==> config.mk <==
export PLATFORM = sky130hd
export DESIGN_NAME = refresh_sched
export DESIGN_NICKNAME = d
export VERILOG_FILES = /design/src/rtl/refresh_pkg.sv /design/src/rtl/refresh_interval_tmr.sv /design/src/rtl/refresh_debt.sv /design/src/rtl/refresh_seq.sv /design/src/rtl/refresh_sched.sv
export SDC_FILE = /design/constraint.sdc
export NUM_CORES = 1
export LEC_CHECK = 0
export CORE_ASPECT_RATIO = 1.25
export CORE_MARGIN = 5
export CORE_UTILIZATION = 52
export CTS_BUF_LIST = sky130_fd_sc_hd__clkbuf_4 sky130_fd_sc_hd__clkbuf_8
export CTS_CLUSTER_SIZE = 30
export DETAILED_ROUTE_END_ITERATION = 8
export MAX_ROUTING_LAYER = met4
export PLACE_DENSITY = 0.79
export SETUP_SLACK_MARGIN = 0.5
export SLEW_MARGIN = 20
export SYNTH_ARGS = -nofsm -noshare
export SYNTH_HDL_FRONTEND = slang
export SYNTH_SLANG_ARGS = --single-unit
==> constraint.sdc <==
create_clock -name clk -period 2.6 [get_ports clk]
set_input_delay 0.52 -clock clk [delete_from_list [all_inputs] [get_ports clk]]
set_output_delay 0.52 -clock clk [all_outputs]
set_load 0.1 [all_outputs]
==> src/rtl/refresh_pkg.sv <==
// Shared types for the refresh scheduler: command bus word, its three
// legal values, and the sequencer state encoding.
package refresh_pkg;

    typedef struct packed {
        logic cs_n;
        logic ras_n;
        logic cas_n;
        logic we_n;
        logic a10;
    } dram_cmd_t;

    localparam dram_cmd_t CMD_NOP    = '{cs_n: 1'b0, ras_n: 1'b1, cas_n: 1'b1, we_n: 1'b1, a10: 1'b0};
    localparam dram_cmd_t CMD_PREALL = '{cs_n: 1'b0, ras_n: 1'b0, cas_n: 1'b1, we_n: 1'b0, a10: 1'b1};
    localparam dram_cmd_t CMD_AREF   = '{cs_n: 1'b0, ras_n: 1'b0, cas_n: 1'b0, we_n: 1'b1, a10: 1'b0};

    typedef enum logic [2:0] {
        SQ_IDLE,
        SQ_PRE,
        SQ_WAIT_RP,
        SQ_AREF,
        SQ_WAIT_RC
    } seq_state_t;

endpackage

==> src/rtl/refresh_interval_tmr.sv <==
// Free-running interval timer. Emits a one-cycle tick every INTERVAL
// cycles; the first tick is in the cycle after INTERVAL-1 edges past reset.
// Assumes INTERVAL >= 2.
module refresh_interval_tmr #(
    parameter int INTERVAL = 1500
) (
    input  logic clk,
    input  logic rst_n,
    output logic tick_o
);
    localparam int TW = $clog2(INTERVAL + 1);
    localparam logic [TW-1:0] RELOAD = TW'(INTERVAL - 1);

    logic [TW-1:0] remain_q;

    assign tick_o = (remain_q == '0);

    // Count down to zero, then wrap to the reload value.
    always_ff @(posedge clk) begin
        if (!rst_n)      remain_q <= RELOAD;
        else if (tick_o) remain_q <= RELOAD;
        else             remain_q <= remain_q - 1'b1;
    end
endmodule

==> src/rtl/refresh_debt.sv <==
// Owed-refresh counter. Adds one per timer tick, removes one per issued
// AUTO REFRESH, saturates at MAX_DEBT. Assumes MAX_DEBT >= 2.
module refresh_debt #(
    parameter int MAX_DEBT = 8
) (
    input  logic clk,
    input  logic rst_n,
    input  logic tick_i,
    input  logic issue_i,
    output logic owed_o,
    output logic urgent_o
);
    localparam int DW = $clog2(MAX_DEBT + 1);
    localparam logic [DW-1:0] DMAX = DW'(MAX_DEBT);
    localparam logic [DW-1:0] TWO  = DW'(2);

    logic [DW-1:0] debt_q;

    // Net change of the owed count from tick and issue.
    always_ff @(posedge clk) begin
        if (!rst_n)
            debt_q <= '0;
        else if (tick_i && !issue_i && debt_q != DMAX)
            debt_q <= debt_q + 1'b1;
        else if (!tick_i && issue_i && debt_q != '0)
            debt_q <= debt_q - 1'b1;
    end

    assign owed_o   = (debt_q != '0);
    assign urgent_o = (debt_q >= TWO);
endmodule

==> src/rtl/refresh_seq.sv <==
// Command sequencer. On a grant while idle and owed, closes open rows with
// precharge-all, waits RP_CYC, issues AUTO REFRESH, then holds NOP until
// RC_CYC cycles after the refresh. Assumes RP_CYC >= 1 and RC_CYC >= 1.
module refresh_seq
    import refresh_pkg::*;
#(
    parameter int RP_CYC = 2,
    parameter int RC_CYC = 6
) (
    input  logic      clk,
    input  logic      rst_n,
    input  logic      owed_i,
    input  logic      gnt_i,
    input  logic      banks_open_i,
    output dram_cmd_t cmd_o,
    output logic      issue_o,
    output logic      busy_o,
    output logic      req_o
);
    localparam int MAXC = (RC_CYC > RP_CYC) ? RC_CYC : RP_CYC;
    localparam int CW   = $clog2(MAXC + 1);

    seq_state_t    state_q;
    logic [CW-1:0] wait_q;

    // Advance through precharge, refresh and the two wait windows.
    always_ff @(posedge clk) begin
        if (!rst_n) begin
            state_q <= SQ_IDLE;
            wait_q  <= '0;
        end else begin
            unique case (state_q)
                SQ_IDLE: begin
                    if (owed_i && gnt_i)
                        state_q <= banks_open_i ? SQ_PRE : SQ_AREF;
                end
                SQ_PRE: begin
                    if (RP_CYC > 1) begin
                        state_q <= SQ_WAIT_RP;
                        wait_q  <= CW'(RP_CYC - 2);
                    end else begin
                        state_q <= SQ_AREF;
                    end
                end
                SQ_WAIT_RP: begin
                    if (wait_q == '0) state_q <= SQ_AREF;
                    else              wait_q  <= wait_q - 1'b1;
                end
                SQ_AREF: begin
                    if (RC_CYC > 1) begin
                        state_q <= SQ_WAIT_RC;
                        wait_q  <= CW'(RC_CYC - 2);
                    end else begin
                        state_q <= SQ_IDLE;
                    end
                end
                SQ_WAIT_RC: begin
                    if (wait_q == '0) state_q <= SQ_IDLE;
                    else              wait_q  <= wait_q - 1'b1;
                end
                default: state_q <= SQ_IDLE;
            endcase
        end
    end

    // Decode the bus word from the current state.
    always_comb begin
        unique case (state_q)
            SQ_PRE:  cmd_o = CMD_PREALL;
            SQ_AREF: cmd_o = CMD_AREF;
            default: cmd_o = CMD_NOP;
        endcase
    end

    assign issue_o = (state_q == SQ_AREF);
    assign busy_o  = (state_q != SQ_IDLE);
    assign req_o   = (state_q == SQ_IDLE) && owed_i;
endmodule

==> src/rtl/refresh_sched.sv <==
// Top of the refresh scheduler: interval timer, owed counter and command
// sequencer. Wait times are given in ns and rounded up to clock cycles.
module refresh_sched
    import refresh_pkg::*;
#(
    parameter int CLK_NS       = 10,
    parameter int T_RP_NS      = 18,
    parameter int T_RC_NS      = 60,
    parameter int REF_INTERVAL = 1500,
    parameter int MAX_DEBT     = 8
) (
    input  logic clk,
    input  logic rst_n,
    input  logic banks_open_i,
    input  logic ref_gnt_i,
    output logic ref_req_o,
    output logic urgent_o,
    output logic busy_o,
    output logic cs_n_o,
    output logic ras_n_o,
    output logic cas_n_o,
    output logic we_n_o,
    output logic a10_o
);
    localparam int RP_RAW = (T_RP_NS + CLK_NS - 1) / CLK_NS;
    localparam int RC_RAW = (T_RC_NS + CLK_NS - 1) / CLK_NS;
    localparam int RP_CYC = (RP_RAW < 1) ? 1 : RP_RAW;
    localparam int RC_CYC = (RC_RAW < 1) ? 1 : RC_RAW;

    logic      tick;
    logic      issue;
    logic      owed;
    dram_cmd_t cmd;

    refresh_interval_tmr #(.INTERVAL(REF_INTERVAL)) u_tmr (
        .clk    (clk),
        .rst_n  (rst_n),
        .tick_o (tick)
    );

    refresh_debt #(.MAX_DEBT(MAX_DEBT)) u_debt (
        .clk      (clk),
        .rst_n    (rst_n),
        .tick_i   (tick),
        .issue_i  (issue),
        .owed_o   (owed),
        .urgent_o (urgent_o)
    );

    refresh_seq #(.RP_CYC(RP_CYC), .RC_CYC(RC_CYC)) u_seq (
        .clk          (clk),
        .rst_n        (rst_n),
        .owed_i       (owed),
        .gnt_i        (ref_gnt_i),
        .banks_open_i (banks_open_i),
        .cmd_o        (cmd),
        .issue_o      (issue),
        .busy_o       (busy_o),
        .req_o        (ref_req_o)
    );

    assign cs_n_o  = cmd.cs_n;
    assign ras_n_o = cmd.ras_n;
    assign cas_n_o = cmd.cas_n;
    assign we_n_o  = cmd.we_n;
    assign a10_o   = cmd.a10;
endmodule

======== Word level (Yosys, flattened, before mapping) ========
Index checks and enable logic that the tools add are counted.
storage, ports and cells
  register bits ........................... 21
  output and inout bits ................... 8
  input bits .............................. 4
  word-level logic and storage cells ...... 48
cells by class
  bitwise gates (word level) .............. 1
  $lt $le $gt $ge ......................... 1
  equal/unequal tests ..................... 9
  muxes and demuxes ....................... 10
  add/sub/neg operators ................... 4
  reduce and logical (&&, ||, !) cells .... 19
operator list
  operator                                                           count
  one-hot mux 3 bit (5 select lines)                                 1
  two-way mux 3 bit                                                  4
  zero test 11 bit                                                   1
  subtractor 11 x 1 -> 11 bit, second input constant                 1
  one-hot mux 3 bit (3 select lines)                                 1
  two-way mux 4 bit                                                  2
  one-hot mux 4 bit (2 select lines)                                 1
  equality test 3 x 2 -> 1 bit, second input constant                2
  logical AND 1 bit                                                  6
  zero test 3 bit                                                    2
  inequality test 2 x 1 -> 1 bit, second input constant              3
  nonzero test 3 bit                                                 2
  adder 4 x 1 -> 4 bit, second input constant                        1
  greater-or-equal comparator 4 x 2 -> 1 bit, second input constant  1
  inequality test 4 bit, second input constant                       1
  nonzero test 4 bit                                                 1
  OR reduction 2 bit                                                 2
  subtractor 4 x 1 -> 4 bit, second input constant                   1
  equality test 3 x 1 -> 1 bit, second input constant                1
  equality test 3 bit, second input constant                         1
  AND reduction 3 bit                                                1
  subtractor 3 x 1 -> 3 bit, second input constant                   1
  zero test 1 bit                                                    2
  two-way mux 2 bit                                                  1
  other kinds (4)                                                    4

======== Logic depth before layout (Yosys ltp) ========
  word-level depth ........................ 6
  depth in mapped cells ................... 10
  depth with buffers taken out ............ 10

======== Modules after synthesis ========
Synthesis repeated with hierarchy kept, for this count alone.
unflattened totals
  cell total of the unflattened synthesis .. 133
  area total of the unflattened synthesis .. 1173.6 µm²
modules (own cells, without submodules)
  module                seq. area each (µm²)  area an instance (µm²)  cells an instance  instances
  refresh_interval_tmr  220.2                 506.7                   55                 1
  refresh_seq           120.1                 366.6                   46                 1
  refresh_debt          80.1                  300.3                   32                 1

======== Worst setup path after synthesis ========
OpenSTA, ideal clock, no wires.
  path type ............................... register -> output
  from .................................... register u_seq.state_q[0]
  to ...................................... output port ref_req_o
  path buffers ............................ 1
  required time ........................... 2.080 ns
  path slack .............................. -0.607 ns
  cell stages (with the launch flop) ...... 4
  arrival ................................. 2.687 ns
  cell sequence ........................... dfxtp_1 > clkbuf_1 > or3_1 > nor2_1
on the way
  longest elaborated chain between the ends .. 2
RTL lines
  what                    RTL line             text
  start, declared         refresh_seq.sv:23    seq_state_t state_q;
  start signal, assigned  refresh_seq.sv:35    state_q <= banks_open_i ? SQ_PRE : SQ_AREF;
  zero test 3 bit         refresh_seq.sv:77    assign req_o = (state_q == SQ_IDLE) && owed_i;
  logical AND 1 bit       refresh_seq.sv:77
  end, declared           refresh_sched.sv:16  output logic ref_req_o,
Every way passes these cells.

======== Worst setup path after layout ========
  from .................................... register u_tmr.remain_q[0]
  to ...................................... register u_debt.debt_q[3]
on the way
  longest elaborated chain between the ends .. 5
  elaborated cells between the ends (all ways) .. 8
  those cells by class .................... mux: 1; reduce/logical: 7
RTL lines
  what                                 RTL line                    text
  start, declared                      refresh_interval_tmr.sv:14  logic [TW-1:0] remain_q;
  start signal, assigned               refresh_interval_tmr.sv:22  else remain_q <= remain_q - 1'b1;
  zero test 11 bit *                   refresh_interval_tmr.sv:16  assign tick_o = (remain_q == '0);
  zero test 1 bit                      refresh_debt.sv:25          else if (!tick_i && issue_i && debt_q != '0)
  logical AND 1 bit (2 in series)      refresh_debt.sv:25
  nonzero test 2 bit (no source line)  --
  end signal, assigned                 refresh_debt.sv:24          debt_q <= debt_q + 1'b1;
  end signal, assigned                 refresh_debt.sv:26          debt_q <= debt_q - 1'b1;
  end, declared                        refresh_debt.sv:17          logic [DW-1:0] debt_q;
Every way passes the cells marked *; elsewhere a longest branch is shown, timed or not.
A chain may end at the register's enable or synchronous reset.

==> out/qor.csv <==
metric;value;unit
width of the die;52.45;um
post-detail-place hpwl;1.828;mm
via count;988;
CTS tree;built;
CP Class;reg2reg;
vias per cell;5.370;
setup violators final;0;
Hold Path Class;reg2reg;
WP data arrival;2.36;ns
Layout area overhead;31.30;%
syn nets;144;
vias in the first global route;975;
share of cells above drive strength 1;0.3399;
Final Critical Period;2.119;ns
Routed Antenna Nets;0;
Setup crit start kind;flip-flop;
DR WL/cell;13.27;um
Post-synth EDFFs;0;
RD Place Congestion;0.7781;
Final Skew;0.0009838;ns
max-cap viol count;0;
wirelength, routed;2.442;mm
Distinct cells, synth;42;
clock sinks;21;
Post-Route Setup TNS;0;ns
largest net degree at the start of global routing;13;
DRT iter0 DRCs;19;
Yosys reg bits;21;
port buffer count;10;
Net count, final;164;
Ports;12;
fmax;471.8;MHz
DRT Pass-1 Iters;4;
Post-CTS Hold Fix Bufs;0;
die height;63.06;um
Die ar.;0.003307;mm^2
residual DRC count;0;
worst path required time;2.84;ns
H-Tree Depth;1;
placed insts;173;
final period utilization;0.8152;
worst-skew pair later-pin latency;0.31;ns
Max Transition Viols Final;0;
GRT overflow;0;
# diodes;0;
Post-Layout Inst Area;0.001538;mm^2
maximum VDD drop;0.3784;mV
most used cell, CP;ha_4;
CP Cell Sequence;inv_4, ha_4, nor4b_4, nand3_2, nand2b_4, ha_4, a21o_1, a2111oi_4, mux2i_1, o22ai_1;
Avg Inst Size Synth;8.740;um^2
Main synth FF type;dfxtp_1;
clk root buf;clkbuf_4;
# rows;19;
post-place setup slack;0.4269;ns
unrepaired setup endpoints after global routing;true;
Leakage;0.0005949;uW
busiest grt layer;met2;
final setup margin;0.4806;ns
global-route track usage on met1;0.2135;
Pwr Density;346.1;mW/mm^2
Num CTS Buffers;3;
first-pass GRT wire length;4.353;mm
Fillers;177;
Post-Syn Instances;134;
met3 usage;0.03066;
Initial Utilization;0.5355;
Worst Path Max Fanout;5;
Worst Setup End Kind;flip-flop;
Max Root-Sink Buffers;2;
register area share after synthesis;0.3590;
yosys warns;0;
Post-Syn Area;0.001171;mm^2
status;completed;
Core Box Area;0.002187;mm^2
initial antenna violation count;0;
Clk pin slew, worst setup/hold paths;0.12;ns
routing usage on met2;0.2811;
gr usage total;0.1733;
fin cells;184;
Fin. Hold Viols;0;
placed cell areas;0.001391;mm^2
CP peak stage delay;0.38;ns
Post-synth ARST share;0;
Critical Path Slowest Stage Cell;dfxtp_4;
-- per-layer routing --
layer | routed length (um) | up-vias | share of wire
li1 | - | 497 | -
met1 | 1021 | 476 | 0.42
met2 | 1333 | 13 | 0.55
met3 | 72 | 2 | 0.029
met4 | 14 | 0 | 0.0057
met5 | 0 | - | 0
-- worst max-delay path: cells and delay by family, from the launching register on --
kind | cells | cell delay (ns)
AO/OA/AOI/OAI | 3 | 0.61
AND/OR/NAND/NOR | 3 | 0.51
flip-flops | 1 | 0.38
adder cells (fa/ha/maj) | 2 | 0.38
multiplexers | 1 | 0.12
buffers and inverters | 1 | 0.06
-- registers in the layout, indices dropped and copies added, names as in the netlist --
name,count
u_debt.debt_q,4
u_seq.state_q,3
u_seq.wait_q,3
u_tmr.remain_q,11
-- layout make-up --
cell class	instances	area, um^2	area share
Inverter	8	36.28	0.02360
Clock inverter	1	5.005	0.003255
Tap cell	31	38.79	0.02522
Sequential cell	21	432.9	0.2815
Multi-Input combinational cell	100	844.6	0.5492
Timing Repair Buffer	20	157.7	0.1025
Clock buffer	3	22.52	0.01465
-- repair_timing --
action | in CTS | in global routing
setup buffers | 0 | 7
setup endpoints to repair | 4 | 4
gates resized for setup | 3 | 13
pin swaps | 0 | 6
-- metrics by stage --
step	util	hold slack (ns)	total power, uW
3_5_place_dp	0.6362	0.4211	376.4
6_report	0.7031	0.4441	532.2
4_1_cts	0.6550	0.4508	535.2
2_1_floorplan	-	0.3915	366.3
3_3_place_gp	0.6362	0.4129	375.2
5_1_grt	0.7031	0.4730	562.6
-- cells in the final DEF (no fill, tap or decap), drive strengths merged, types with 2 or more instances in the layout --
master / synthesis / routed
dfxtp: 21 / 21
buf: 2 / 17
nand2: 16 / 16
nor2: 8 / 8
inv: 8 / 7
mux2i: 6 / 6
nand3: 6 / 6
xnor2: 5 / 5
xor2: 5 / 5
nand2b: 5 / 5
a21oi: 5 / 5
ha: 5 / 5
nor3: 4 / 4
nor4: 4 / 4
nor2b: 3 / 3
clkbuf: 3 / 3
clkdlybuf4s50: 0 / 3
or3: 3 / 3
o21ai: 2 / 2
a21o: 2 / 2
and2: 2 / 2
a211oi: 2 / 2
nor4b: 2 / 2
a21boi: 2 / 2
-- Yosys cell counts, types with 2 or more instances --
cell type	n	area (um^2)
dfxtp_1	21	420.4
nand2_1	16	60.06
nor2_1	8	30.03
inv_1	7	26.28
a21oi_1	5	25.02
ha_1	5	62.56
mux2i_1	5	50.05
nand2b_1	5	31.28
nand3_1	5	25.02
xnor2_1	5	43.79
xor2_1	5	43.79
nor3_1	4	20.02
clkbuf_1	3	11.26
nor2b_1	3	18.77
nor4_1	3	18.77
or3_1	3	18.77
a211oi_1	2	15.01
a21o_1	2	15.01
and2_1	2	12.51
nor4b_1	2	17.52
o21ai_0	2	10.01
-- logic make-up (layout without fill, tap and decap cells) --
family / after synthesis / after routing / share of synthesized area
other cells: 1 / 1 / 0.003202
buf+inv: 13 / 32 / 0.04594
simple gates: 59 / 59 / 0.2821
compound gates: 18 / 18 / 0.1026
mux: 6 / 6 / 0.06197
flops: 21 / 21 / 0.3590
xor+xnor: 10 / 10 / 0.07478
fa+ha+maj: 6 / 6 / 0.07051
-- path summary, 6_finish.rpt --
kind	depth (start not counted)	slack, ns	endpoint	from
worst max-delay path	10	0.48	u_debt.debt_q[3]	u_tmr.remain_q[0]
worst max register to register	10	0.48	u_debt.debt_q[3]	u_tmr.remain_q[0]
worst min register to register	1	0.44	u_tmr.remain_q[0]	u_tmr.remain_q[0]
worst min-delay path	1	0.44	u_tmr.remain_q[0]	u_tmr.remain_q[0]
-- power by group --
part,switching (uW),total [uW],internal [uW]
combinational,22.0,39.8,17.8
sequential,6.36,333,327
clock,102,159,57.5
No activity file was read; power rests on OpenSTA's default activity.
